[config.mk]
export PLATFORM = sky130hd
export DESIGN_NAME = ctr_pair_bank
export DESIGN_NICKNAME = d
export VERILOG_FILES = /design/src/rtl/ctr_pair_pkg.sv /design/src/rtl/ctr_cfg_regs.sv /design/src/rtl/ctr_cell.sv /design/src/rtl/ctr_pair_bank.sv
export SDC_FILE = /design/constraint.sdc
export NUM_CORES = 1
export LEC_CHECK = 0
export BUFFER_PORTS_ARGS = -buffer_cell sky130_fd_sc_hd__buf_2
export CAP_MARGIN = 10
export CORE_AREA = 4 4 285 287
export DETAILED_ROUTE_END_ITERATION = 16
export DIE_AREA = 0 0 289 291
export GPL_ROUTABILITY_DRIVEN = 0
export PLACE_DENSITY = 0.44
export SLEW_MARGIN = 0
export SYNTH_ARGS = -nofsm -noshare
export SYNTH_HDL_FRONTEND = slang
export SYNTH_SLANG_ARGS = --single-unit
[constraint.sdc]
create_clock -name clk -period 3.66 [get_ports clk]
set_input_delay 0.366 -clock clk [delete_from_list [all_inputs] [get_ports clk]]
set_output_delay 0.366 -clock clk [all_outputs]
set_load 0.02 [all_outputs]
[src/rtl/ctr_pair_pkg.sv]
package ctr_pair_pkg;
  localparam int unsigned REG_AW = 8;
  localparam int unsigned REG_DW = 32;
  localparam logic [REG_AW-1:0] A_GRP_EN   = 8'h00;
  localparam logic [REG_AW-1:0] A_GRP_CLR  = 8'h01;
  localparam logic [REG_AW-1:0] A_OVF      = 8'h02;
  localparam logic [REG_AW-1:0] A_CTL_BASE = 8'h10;
  localparam logic [REG_AW-1:0] A_CNT_BASE = 8'h20;
endpackage

[src/rtl/ctr_cfg_regs.sv]
module ctr_cfg_regs
  import ctr_pair_pkg::*;
#(
  parameter int N = 8
) (
  input  logic              clk,
  input  logic              rst,
  input  logic              wr,
  input  logic [REG_AW-1:0] addr,
  input  logic [REG_DW-1:0] wdata,
  output logic [N-1:0]      grp_en,
  output logic [N-1:0]      clr_pend,
  output logic [N/2-1:0]    chain_pair
);
  localparam int NP = N / 2;

  always_ff @(posedge clk) begin
    if (rst) begin
      grp_en     <= '0;
      clr_pend   <= '0;
      chain_pair <= '0;
    end else begin
      clr_pend <= '0;
      if (wr && addr == A_GRP_EN)  grp_en   <= wdata[N-1:0];
      if (wr && addr == A_GRP_CLR) clr_pend <= wdata[N-1:0];
      for (int p = 0; p < NP; p++) begin
        if (wr && addr == A_CTL_BASE + REG_AW'(2 * p)) chain_pair[p] <= wdata[0];
      end
    end
  end
endmodule

[src/rtl/ctr_cell.sv]
module ctr_cell #(
  parameter int CW = 32
) (
  input  logic          clk,
  input  logic          rst,
  input  logic          clr,
  input  logic          step,
  input  logic          rd_clr,
  output logic [CW-1:0] cnt,
  output logic          ovf,
  output logic          wrap
);
  assign wrap = step && !clr && (cnt == {CW{1'b1}});

  always_ff @(posedge clk) begin
    if (rst || clr) begin
      cnt <= '0;
      ovf <= 1'b0;
    end else begin
      if (step) cnt <= cnt + 1'b1;
      if (wrap)        ovf <= 1'b1;
      else if (rd_clr) ovf <= 1'b0;
    end
  end
endmodule

[src/rtl/ctr_pair_bank.sv]
module ctr_pair_bank
  import ctr_pair_pkg::*;
#(
  parameter int N  = 8,
  parameter int CW = 32
) (
  input  logic              clk,
  input  logic              rst,
  input  logic              reg_wr,
  input  logic              reg_rd,
  input  logic [7:0]        reg_addr,
  input  logic [31:0]       reg_wdata,
  output logic [31:0]       reg_rdata,
  output logic              reg_rvalid,
  input  logic [N-1:0]      inc_in,
  output logic [N*CW-1:0]   count_o,
  output logic [N-1:0]      ovf_o
);
  localparam int NP = N / 2;

  logic [N-1:0]     grp_en, clr_pend, step, rd_clr, wrap;
  logic [NP-1:0]    chain_pair;
  logic [CW-1:0]    cnt_arr [N];
  logic [CW-1:0]    shadow  [NP];
  logic [NP*CW-1:0] shadow_flat;
  logic [31:0]      rd_mux;

  ctr_cfg_regs #(.N(N)) u_cfg (
    .clk(clk), .rst(rst), .wr(reg_wr), .addr(reg_addr), .wdata(reg_wdata),
    .grp_en(grp_en), .clr_pend(clr_pend), .chain_pair(chain_pair)
  );

  for (genvar i = 0; i < N; i++) begin : g_ctr
    assign rd_clr[i] = reg_rd && (reg_addr == A_CNT_BASE + 8'(i));
    ctr_cell #(.CW(CW)) u_cell (
      .clk(clk), .rst(rst), .clr(clr_pend[i]), .step(step[i]),
      .rd_clr(rd_clr[i]), .cnt(cnt_arr[i]), .ovf(ovf_o[i]), .wrap(wrap[i])
    );
    assign count_o[i*CW +: CW] = cnt_arr[i];
  end

  for (genvar p = 0; p < NP; p++) begin : g_pair
    assign step[2*p]   = grp_en[2*p] && inc_in[2*p];
    assign step[2*p+1] = grp_en[2*p+1] &&
                         (chain_pair[p] ? wrap[2*p] : inc_in[2*p+1]);
    always_ff @(posedge clk) begin
      if (rst) shadow[p] <= '0;
      else if (chain_pair[p] && rd_clr[2*p+1]) shadow[p] <= cnt_arr[2*p];
    end
    assign shadow_flat[p*CW +: CW] = shadow[p];
  end

  always_comb begin
    rd_mux = '0;
    if (reg_addr == A_GRP_EN)  rd_mux[N-1:0] = grp_en;
    if (reg_addr == A_GRP_CLR) rd_mux[N-1:0] = clr_pend;
    if (reg_addr == A_OVF)     rd_mux[N-1:0] = ovf_o;
    for (int i = 0; i < N; i++) begin
      if (reg_addr == A_CTL_BASE + 8'(i) && (i % 2 == 0))
        rd_mux[0] = chain_pair[i/2];
      if (reg_addr == A_CNT_BASE + 8'(i)) begin
        if ((i % 2 == 0) && chain_pair[i/2]) rd_mux = 32'(shadow[i/2]);
        else                                 rd_mux = 32'(cnt_arr[i]);
      end
    end
  end

  always_ff @(posedge clk) begin
    if (rst) begin
      reg_rdata  <= '0;
      reg_rvalid <= 1'b0;
    end else begin
      reg_rvalid <= reg_rd;
      if (reg_rd) reg_rdata <= rd_mux;
    end
  end
endmodule

[Yosys cells after proc, flatten, opt, wreduce, memory -nomap -nowiden]
Memories as Yosys holds them, arrays and structs flattened.
Cells that the tools add are included.
Storage, ports and cells
  register bits after elaboration: 317
  bits in writable memories: 128
  output and inout port bits: 297
  logic and storage cells: 185
  memories kept: 1
Cells by class
  add/sub/neg operators: 8
  equal/unequal tests: 22
  mux-type cells: 57
  bitwise operators: 5
  reductions and logical operators: 68
Memories
  shadow: words 4, bits a word 32, rd ports 4, clocked after Yosys merged registers in 0, wr ports 4, line ctr_pair_bank.sv:24  | logic [CW-1:0] shadow [NP];
Operator list (number)
  two-way mux 32 bit: 16
  adder 32 x 1 -> 32 bit, second input constant: 8
  equality test 32 bit, second input constant: 8
  equality test 8 x 6 -> 1 bit, second input constant: 8
  logical AND 1 bit: 42
  two-way mux 1 bit: 38
  equality test 8 x 5 -> 1 bit, second input constant: 4
  two-way mux 8 bit: 3
  nonzero test 2 bit: 8
  equality test 8 x 1 -> 1 bit, second input constant: 1
  equality test 8 x 2 -> 1 bit, second input constant: 1
  zero test 1 bit: 8
  zero test 8 bit: 1
  logical OR 1 bit: 8
  OR 1 bit: 4
  OR reduction 2 bit: 1
  NOT 1 bit: 1

[Longest topological paths before layout]
Gate-level depths: netlist of the first run.
  word-level depth: 16
  gate-level depth with buffers: 9
  depth with buffers taken out: 7

[Cells and area by module]
From an unflattened synthesis of the first run, not the netlist that was laid out.
Second synthesis, totals
  cell total of the unflattened synthesis: 2590
  area, all modules: 23931.7 µm²
Modules (own cells, without submodules)
  ctr_cell: instances 8, cells an instance 185, area each 1617.8 µm², sequential area each 660.6 µm²
  ctr_pair_bank: instances 1, cells an instance 1035, area each 10166.0 µm², sequential area each 4504.3 µm²
  ctr_cfg_regs: instances 1, cells an instance 75, area each 823.3 µm², sequential area each 400.4 µm²

[Least setup slack after synthesis of the first run]
Ideal clock, no wire load.
  path type: input port to flip-flop
  from: input port reg_addr[7]
  to: memory shadow[3][0] (enable)
  library setup time: 0.394 ns
  arrival time: 2.250 ns
  required time: 3.266 ns
  path slack: 1.016 ns
  stages: 5
  buffers on the path: 1
  path through: or4b_1 > clkbuf_1 > nor3_2 > nand2_1 > nand2b_1
RTL lines
  start: declaration: line ctr_pair_bank.sv:11  | input logic [7:0] reg_addr,
  end: declaration: line ctr_pair_bank.sv:24

[Worst setup path in the final report of the first run]
  from: register g_ctr[0].u_cell.cnt[4]
  to: register g_ctr[1].u_cell.cnt[20]
On the way
  cells in the longest elaborated chain, start to end: 4
RTL lines
  start: declaration: line ctr_cell.sv:9  | output logic [CW-1:0] cnt,
  start signal: assignment: line ctr_cell.sv:20  | if (step) cnt <= cnt + 1'b1;
  equality test 32 bit: line ctr_cell.sv:13  | assign wrap = step && !clr && (cnt == {CW{1'b1}});
  logical AND 1 bit: line ctr_cell.sv:13
  two-way mux 1 bit: line ctr_pair_bank.sv:45  | (chain_pair[p] ? wrap[2*p] : inc_in[2*p+1]);
  logical AND 1 bit: line ctr_pair_bank.sv:44  | assign step[2*p+1] = grp_en[2*p+1] &&
  end signal: assignment: line ctr_cell.sv:20
  end: declaration: line ctr_cell.sv:9
Every way passes these cells.
A chain may end at the register's enable or synchronous reset.

==> impl_metrics.toml, run 1 <==
[synth]
synth.net_count = 2562
ys_types = 78
synthCells = 2502
netlist_area_sq_um = 22660
yosys.area.top_type = "dfxtp_1"
synth_area_leaders = "dfxtp_1 28%, edfxtp_1 17%, xnor2_1 5.5%"
ys_seq_area_share_pct = 44.97
ys_ff_latch = 445
avgSynthCellArea_sq_um = 9.055
synth_edf_count = 128
yosysMostFrequentCell = "dfxtp_1"
synthArstFlopShare_pct = 0
synth_top_flop_cell = "dfxtp_1"
synth_commonest_cells = "317 x dfxtp_1, 312 x nor2_1, 191 x nand2_1"
synth.top_cell.area_share_pct = 28.01
yosysWarnings = 0

[detailed_routing]
dr.pass1.iters = 6
num_vias = 20516
drc = 0
wl_per_cell_um = 24.26
ant_nets = 0
via_per_inst = 5.247
routed_wirelength_um = 94870
dr.first_iter.drc_count = 1810

[sta]
max_freq_mhz = 329.0
clock_skew_ns = 0.03324
post-route-period-util_pct = 83.06
rsz0062_at_grt = "no"
slew_viol_final = 0
relSlewSlack_pct = 28.08
hold_ws_ns = 0.03549
fin_crit_ns = 3.040
hold_viol = 0
finalSetupViolCount = 0
worst_slew_pin_slew_ns = 1.067
fin_tns_setup_ns = 0

[critical_path]
crit_arrival_ns = 3.53
worstSetupEndpointType = "register"
cp-endpoint = "g_ctr[1].u_cell.cnt[20]"
cp_slowest_cell = "nor4_2"
cp_max_fo = 8
worstPathRequired_ns = 4.15
cp_num_buf_inv = 1
critical_path_depth = 7
critPathLaunchType = "register"
crit_chain = "nand4_1 -> nor4_2 -> nand4_1 -> buf_4 -> a211oi_1 -> xnor2_1 -> nor2_1"
crit_family = "simple AND/OR/NAND/NOR gates"
r2r_start = "g_ctr[0].u_cell.cnt[4]"
crit_path_start = "g_ctr[0].u_cell.cnt[4]"
worst-r2r-cell-count = 7
crit_top_cell = "nand4_1"
r2r-end = "g_ctr[1].u_cell.cnt[20]"
crit_type = "reg -> reg"
cpPeakStageDelay_ns = 0.75
r2r_slack_ns = 0.62

[finish]
nets = 2866
fillCellCount = 8236
area_growth_pct = 21.89
multi_input_area_sq_um = 11620
regArea_sq_um = 10190
final_cells = 3910
post-route-util_pct = 35.13
drive_gt1_share_pct = 20.50

[cts]
cts_max_level = 2
clk_pin_slew_ns = 0.06
cts-root-buf = "clkbuf_16"
clk_path_buf_depth = 3
cts_tree = "built"
cts_sinks = 445
cts_made_buffers = 55
cts_setup_buffers = 0
insertion_delay_ns = 0.64

[floorplan]
start_util_pct = 28.82
fp.dieH_um = 291
dieArea_sq_um = 84100
die_w_um = 289
core_region_area_sq_um = 78610
boundaryPins = 349
rows = 103

[pwr]
vdd_drop_max_mv = 0.3437
power.leakage_nw = 9.888
power.internal_mw = 8.775
comb_power_share_pct = 2.9
switching_share_pct = 23.23
total_power_mw = 11.43
seqPwrFrac_pct = 45.1
clockPowerShare_pct = 51.9
p_sw_mw = 2.656
power_density_nw_per_um2 = 413.9

[outcome]
outcome = "finished clean"

[placement]
dp_hpwl_um = 72030
dpl.cell_count = 3792
port_buffers = 324

[worst_hold_path]
hold_class = "in -> reg"

[grt]
grt_use_total_pct = 21.72
grt_max_degree = 54
antenna_found_initial = 10
grt_pass1_vias = 19884
grt_overflow = 0
grt_pass1_wl_um = 137500

[flow_run]
drv_cap = 0
[worst register-to-register path: stages, from the launching register on]
cell      delay [ns]
dfxtp_1         0.46
nand4_1         0.27
nor4_2          0.75
nand4_1         0.57
buf_4           0.36
a211oi_1        0.28
xnor2_1         0.16
nor2_1          0.05
[metal layers]
metal  vias up  GRT usage [%]  share of wire [%]
met4         4          8.792                4.3
met1     10041          27.56                 42
li1       9574              -                  -
met5         -              0              0.024
met2       752          35.64                 47
met3       145          4.965                7.4
[kinds of logic after synthesis]
kind of cell / count (synthesis) / share of synthesized area (%)
simple gates: 1042 / 23.38
compound gates: 445 / 12.86
fa+ha+maj: 8 / 0.4418
buf+inv: 217 / 3.799
xor+xnor: 207 / 8.002
mux: 138 / 6.539
flops: 445 / 44.97
[worst min-delay path by stage]
stage	startpoint	slack, ns	to	cells past startpoint
after floorplan	g_ctr[5].u_cell.ovf	0.44	g_ctr[5].u_cell.ovf	2
after global placement	reg_rdata[14]	0.47	reg_rdata[14]	2
after detailed placement	reg_rdata[16]	0.47	reg_rdata[16]	2
after CTS	inc_in[6]	0.004	g_ctr[6].u_cell.cnt[1]	3
after global routing	inc_in[6]	0.03	g_ctr[6].u_cell.cnt[1]	3
final	inc_in[6]	0.04	g_ctr[6].u_cell.cnt[1]	3
[power by group through the flow]
stage | Combinational (mW) | Sequential, mW | Clock, mW
2_1_floorplan | 0.182 | 5.27 | 0
3_3_place_gp | 0.322 | 5.26 | 0
3_5_place_dp | 0.325 | 5.26 | 0
4_1_cts | 0.333 | 5.16 | 6.06
5_1_grt | 0.358 | 5.16 | 6.23
6_report | 0.336 | 5.16 | 5.94
[area by class of cell]
class / instances / share of cell area (%)
timing repair buffer: 405 / 8.237
multi-input combinational: 1840 / 42.10
sequential: 445 / 36.92
clock buffer: 72 / 5.763
tap: 1050 / 4.757
inverter: 59 / 0.8020
clock inverter: 32 / 1.364
antenna: 7 / 0.06343
[timing repair]
item,CTS,global route
endpoints found under the hold margin,11,0
resized for setup,0,0
hold buffers,7,0
[registers in the layout, summed over array words and instances, names as in the netlist]
register / count
u_cfg.grp_en: 8
u_cfg.chain_pair: 4
reg_rvalid: 1
shadow: 128
u_cfg.clr_pend: 8
g_ctr.u_cell.cnt: 256
reg_rdata: 32
g_ctr.u_cell.ovf: 8
[cell usage in the layout (no fill, tap or decap), types with 7 or more instances in the layout]
master and instances:
a211o_1 18, a211oi_1 28, a21oi_1 130, a221oi_1 10, a22oi_1 55, a311oi_1 7
a31o_2 8, a31oi_1 7, and2_1 139, and3_1 19, and4_1 24, buf_2 323
buf_4 73, bufinv_16 7, clkbuf_16 56, clkbuf_8 13, clkinv_2 13, dfxtp_1 313
diode_2 7, dlygate4sd3_1 7, edfxtp_1 128, ha_1 8, inv_1 59, mux2_2 40
mux2i_1 94, nand2_1 191, nand2b_1 12, nand3_1 101, nand4_1 74, nor2_1 311
nor2b_1 9, nor3_1 40, nor3b_1 7, nor4_1 28, o211ai_1 9, o21ai_0 109
or2_2 11, or3_1 33, xnor2_1 141, xor2_1 66
[metrics by stage]
step           worst slack [ns]  area, sq um
3_3_place_gp             0.6982        25560
5_1_grt                  0.3622        27600
6_report                 0.6200        27620
2_1_floorplan             1.016        22660
3_5_place_dp             0.6649        25560
4_1_cts                  0.6447        27600
Power figures use the tool's default switching activity.
==> run 2, diff against run 1 <==
clock period = 3.1 ns   (was 3.66 ns; I/O delays follow)
==> impl_metrics.toml, run 2 (synthesized netlist as in run 1, its figures left out) <==
[outcome]
outcome = "finished clean"

[sta]
fin_crit_ns = 2.754
layout_setup_ws_ns = 0.3461
rsz0062_at_grt = "no"
post-route-period-util_pct = 88.84
fin_tns_setup_ns = 0
slew_viol_final = 0
max_freq_mhz = 363.1
relSlewSlack_pct = 42.96
clock_skew_ns = 0.02183
hold_viol = 0
worst_slew_pin_slew_ns = 0.8516
finalSetupViolCount = 0
hold_ws_ns = 0.07046

[finish]
final_common_cell = "buf_2"
final_cells = 3967
top_register = "g_ctr.u_cell.cnt"
drive_gt1_share_pct = 21.68
fillCellCount = 8131
largest_registers = "g_ctr.u_cell.cnt: 256 flops, shadow: 128 flops, reg_rdata: 32 flops"
layout_common_cells = "323 x buf_2, 313 x dfxtp_1, 311 x nor2_1"
post-route-util_pct = 35.60
nets = 2926
largest_reg_flops = 256
area_growth_pct = 23.54

[placement]
pre_cts_ws_ns = 0.4165
dp_hpwl_um = 72230
dpl.cell_count = 3849
port_buffers = 324

[detailed_routing]
dr.first_iter.drc_count = 1625
wl_per_cell_um = 23.92
dr.pass1.iters = 5
routed_wirelength_um = 94880
ant_nets = 0
num_vias = 20848
via_per_inst = 5.255
drc = 0

[floorplan]
boundaryPins = 349
die_w_um = 289
rows = 103
core_region_area_sq_um = 78610
fp.dieH_um = 291
start_util_pct = 28.82
dieArea_sq_um = 84100

[worst_hold_path]
hold_depth = 4
hold_class = "in -> reg"
min_from = "inc_in[2]"

[grt]
grt_overflow = 0
grt_max_degree = 85
grt_pass1_vias = 20091
grt_use_total_pct = 21.82
antenna_found_initial = 10
grt_pass1_wl_um = 137800

[critical_path]
r2r_slack_ns = 0.35
r2r-end = "g_ctr[5].u_cell.cnt[16]"
crit_arrival_ns = 3.29
critPathLaunchType = "register"
cp_max_fo = 11
r2r_start = "g_ctr[4].u_cell.cnt[7]"
crit_type = "reg -> reg"
worst-r2r-cell-count = 7
crit_path_start = "g_ctr[4].u_cell.cnt[7]"
worstSetupEndpointType = "register"
cp-endpoint = "g_ctr[5].u_cell.cnt[16]"
worstPathRequired_ns = 3.63

[flow_run]
drv_cap = 0

[cts]
clk_pin_slew_ns = 0.06
cts_setup_buffers = 0
cts_max_level = 2
insertion_delay_ns = 0.62
cts-root-buf = "clkbuf_16"
cts_sinks = 445
cts_made_buffers = 54
cts_tree = "built"
clk_path_buf_depth = 3
ctsResizeCount = 0

[pwr]
power_density_nw_per_um2 = 465.3
power.leakage_nw = 10.13
vdd_drop_max_mv = 0.4327
==> run 2: cell count changes in the layout (fill, tap and decap cells not counted), sizes merged <==
cell / change
dlygate4sd3: +4
inv: +5
clkinv: -12
bufinv: -5
clkbuf: +8
buf: +57
==> run 2: worst min path at each step <==
stage and endpoint:
6_report g_ctr[2].u_cell.cnt[1], 5_1_grt g_ctr[2].u_cell.cnt[1], 4_1_cts g_ctr[2].u_cell.cnt[1], 3_5_place_dp reg_rdata[14], 3_3_place_gp reg_rdata[14], 2_1_floorplan reg_rvalid
==> run 2: through the flow <==
stage / area (sq um) / total power [mW]
6_report: 27990 / 13.02
3_5_place_dp: 26050 / 6.617
5_1_grt: 27970 / 13.42
4_1_cts: 27970 / 13.17
2_1_floorplan: 22660 / 6.432
3_3_place_gp: 26050 / 6.609
==> run 2: critical path: stages (launching register included) <==
cell and delay (ns):
dfxtp_1 0.48, nand4_2 0.26, or4_1 0.62, nor4_2 0.26, buf_4 0.20, a31oi_1 0.29
or3_1 0.42, a21oi_1 0.15
==> run 2: layout make-up <==
cell class	instances	area [sq um]	share of cell area, %
clock buffer	80	1637	5.847
multi-input combinational	1840	11620	41.53
clock inverter	20	175.2	0.6258
inverter	59	221.5	0.7912
tap	1050	1314	4.694
antenna	7	17.52	0.06258
sequential	445	10190	36.42
timing repair buffer	466	2805	10.02
==> run 2: timing repair <==
| action | 4_1_cts | 5_1_grt |
|---|---|---|
| hold endpoints to repair | 17 | 0 |
| hold buffers | 11 | 0 |
| setup endpoints to repair | 0 | 0 |
==> run 2: power by group <==
part           leakage, nW  switching [mW]  internal [mW]
combinational         5.44           0.311          0.106
clock                0.903            2.69           3.83
sequential            3.79          0.0281           6.06
==> run 2: layer usage <==
| metal | vias up | wire (um) | GRT usage (%) |
|---|---|---|---|
| met4 | 8 | 4699 | 10.10 |
| met3 | 169 | 6113 | 4.135 |
| met2 | 749 | 43460 | 34.65 |
| met1 | 10230 | 40570 | 28.65 |
| li1 | 9692 | - | - |
| met5 | - | 42 | 0 |
==> run 3, diff against run 2 <==
ABC_AREA = 1   (was not set)
CORE_AREA = 4 4 293 295   (was 4 4 285 287)
DIE_AREA = 0 0 297 299   (was 0 0 289 291)
TNS_END_PERCENT = 1   (was not set)
==> impl_metrics.toml, run 3 <==
[placement]
port_buffers = 324
dp_hpwl_um = 79880

[synth]
synthCells = 3300
yosysMostFrequentCell = "nand2_1"
netlist_area_sq_um = 23960
synth_top_flop_cell = "dfxtp_1"
synth_commonest_cells = "799 x nand2_1, 400 x nor2_1, 317 x dfxtp_1"
synth.top_cell.area_share_pct = 26.49
synth_area_leaders = "dfxtp_1 26%, edfxtp_1 16%, nand2_1 13%"
ys_seq_area_share_pct = 42.53
avgSynthCellArea_sq_um = 7.260
ys_types = 53
synth.net_count = 3360
synth_edf_count = 128
yosys.area.top_type = "dfxtp_1"
yosysWarnings = 0
synthArstFlopShare_pct = 0
ys_ff_latch = 445

[cts]
clk_pin_slew_ns = 0.06
cts_sinks = 445
cts-root-buf = "clkbuf_16"
cts_setup_buffers = 0
insertion_delay_ns = 0.63
clk_path_buf_depth = 3
cts_made_buffers = 57
cts_max_level = 2
cts_tree = "built"

[pwr]
comb_power_share_pct = 2.1
power.internal_mw = 10.37
clockPowerShare_pct = 52.7
seqPwrFrac_pct = 45.2
power_density_nw_per_um2 = 463.9
power.leakage_nw = 11.04
switching_share_pct = 22.59
p_sw_mw = 3.028
vdd_drop_max_mv = 0.4048

[finish]
drive_gt1_share_pct = 15.76
top_register = "g_ctr.u_cell.cnt"
area_growth_pct = 20.59
largest_reg_flops = 256
final_common_cell = "nand2_1"
nets = 3680
largest_registers = "g_ctr.u_cell.cnt: 256 flops, shadow: 128 flops, reg_rdata: 32 flops"
post-route-util_pct = 34.74
fillCellCount = 9118
layout_common_cells = "799 x nand2_1, 400 x nor2_1, 324 x buf_2"

[grt]
grt_max_degree = 49
grt_pass1_wl_um = 149700
antenna_found_initial = 6
grt_pass1_vias = 22116
grt_overflow = 0
grt_use_total_pct = 22.08

[outcome]
outcome = "finished clean"

[sta]
fin_tns_setup_ns = 0
worst_slew_pin_slew_ns = 0.8172
fin_crit_ns = 2.508
post-route-period-util_pct = 80.90
clock_skew_ns = 0.01506
relSlewSlack_pct = 44.94
hold_viol = 0
finalSetupViolCount = 0
rsz0062_at_grt = "no"
max_freq_mhz = 398.8
slew_viol_final = 0

[worst_hold_path]
hold_class = "in -> reg"

[critical_path]
crit_chain = "inv_2 -> buf_4 -> o21ai_0 -> nor2_1 -> nor3_1 -> o2111ai_1 -> nand3_1 -> a21oi_1"
worstPathRequired_ns = 3.60
crit_arrival_ns = 3.01
cp_max_fo = 20
crit_type = "reg -> reg"
critPathLaunchType = "register"
cpPeakStageDelay_ns = 0.49
cp_slowest_cell = "o21ai_0"
worstSetupEndpointType = "register"

[detailed_routing]
wl_per_cell_um = 21.44
drc = 0
dr.first_iter.drc_count = 1996
dr.pass1.iters = 7
num_vias = 23582
via_per_inst = 4.961
ant_nets = 0
routed_wirelength_um = 101900

[floorplan]
fp.dieH_um = 299
core_region_area_sq_um = 83160
boundaryPins = 349
start_util_pct = 28.81
rows = 106
dieArea_sq_um = 88800
die_w_um = 297

[flow_run]
drv_cap = 0
-- run 3: cell count changes in the layout (fill, tap and decap cells not counted), sizes merged, moves of 117 or more --
cell   delta
a21oi   +147
nor2    +117
nand2   +637
inv     +258
and2    -142
xnor2   -125
-- run 3: what timing repair did --
item,4_1_cts,5_1_grt
resized for setup,0,0
endpoints found under the hold margin,20,0
hold buffers,10,0
-- run 3: worst max-delay path, delay by kind of cell (launching register included) --
family / cells / cell delay (ns)
AOI/OAI and AO/OA: 3 / 0.91
buffers and inverters: 2 / 0.37
DFF: 1 / 0.35
and+or+nand+nor: 3 / 0.75
-- run 3: final timing paths --
path	start	to	slack, ns	cells after the start
setup / recovery	u_cfg.chain_pair[1]	reg_rdata[27]	0.59	8
hold / removal	reg_addr[5]	u_cfg.chain_pair[3]	0.05	4
setup reg to reg	u_cfg.chain_pair[1]	reg_rdata[27]	0.59	8
hold reg to reg	reg_rdata[23]	reg_rdata[23]	0.47	2
-- run 3: cell type report --
class / count / area [sq um] / share of cell area, %
antenna: 5 / 12.51 / 0.04331
clock buffer: 86 / 1689 / 5.847
clock inverter: 21 / 292.8 / 1.013
inverter: 330 / 1244 / 4.305
multi-input combinational: 2393 / 11890 / 41.17
sequential: 445 / 10190 / 35.28
tap: 1080 / 1351 / 4.678
timing repair buffer: 393 / 2215 / 7.666
-- run 3: cell families after synthesis --
kind of cell             count (synthesis)  share of synthesized area [%]
AND/OR/NAND/NOR                       1671                          30.96
XOR/XNOR                               141                          5.155
buffers and inverters                  462                          7.860
adder cells (fa/ha/maj)                  8                         0.4178
flip-flops                             445                          42.53
AO/OA/AOI/OAI                          573                          13.07
-- run 3: per-stage QoR --
stage | setup slack [ns] | area, sq um | cells | hold WS (ns) | total power, mW
global route | 0.3655 | 28880 | 4749 | 0.06213 | 13.81
global placement | 0.4084 | 26790 | 4631 | 0.4615 | 6.458
detailed placement | 0.3627 | 26790 | 4631 | 0.4639 | 6.461
floorplan | 0.5646 | 23960 | 3300 | 0.4291 | 6.328
finish | 0.5922 | 28890 | 4753 | 0.04507 | 13.40
CTS | 0.5996 | 28880 | 4748 | 0.008439 | 13.57
-- run 3: metal layers --
metal  up-vias  part of all wire (%)  global-route usage [%]
met3       131                   7.6                   5.056
met4         2                   2.6                   5.793
met2       760                    42                   32.83
met1     11110                    48                   32.09
li1      11579                     -                       -
met5         -                0.0079                       0
-- run 3: power by group through the flow --
stage	registers [mW]	clock network, mW	logic, mW
after floorplan	6.18	0	0.145
after global placement	6.18	0	0.277
after detailed placement	6.18	0	0.277
after CTS	6.06	7.23	0.288
after global routing	6.06	7.44	0.312
final	6.06	7.06	0.286
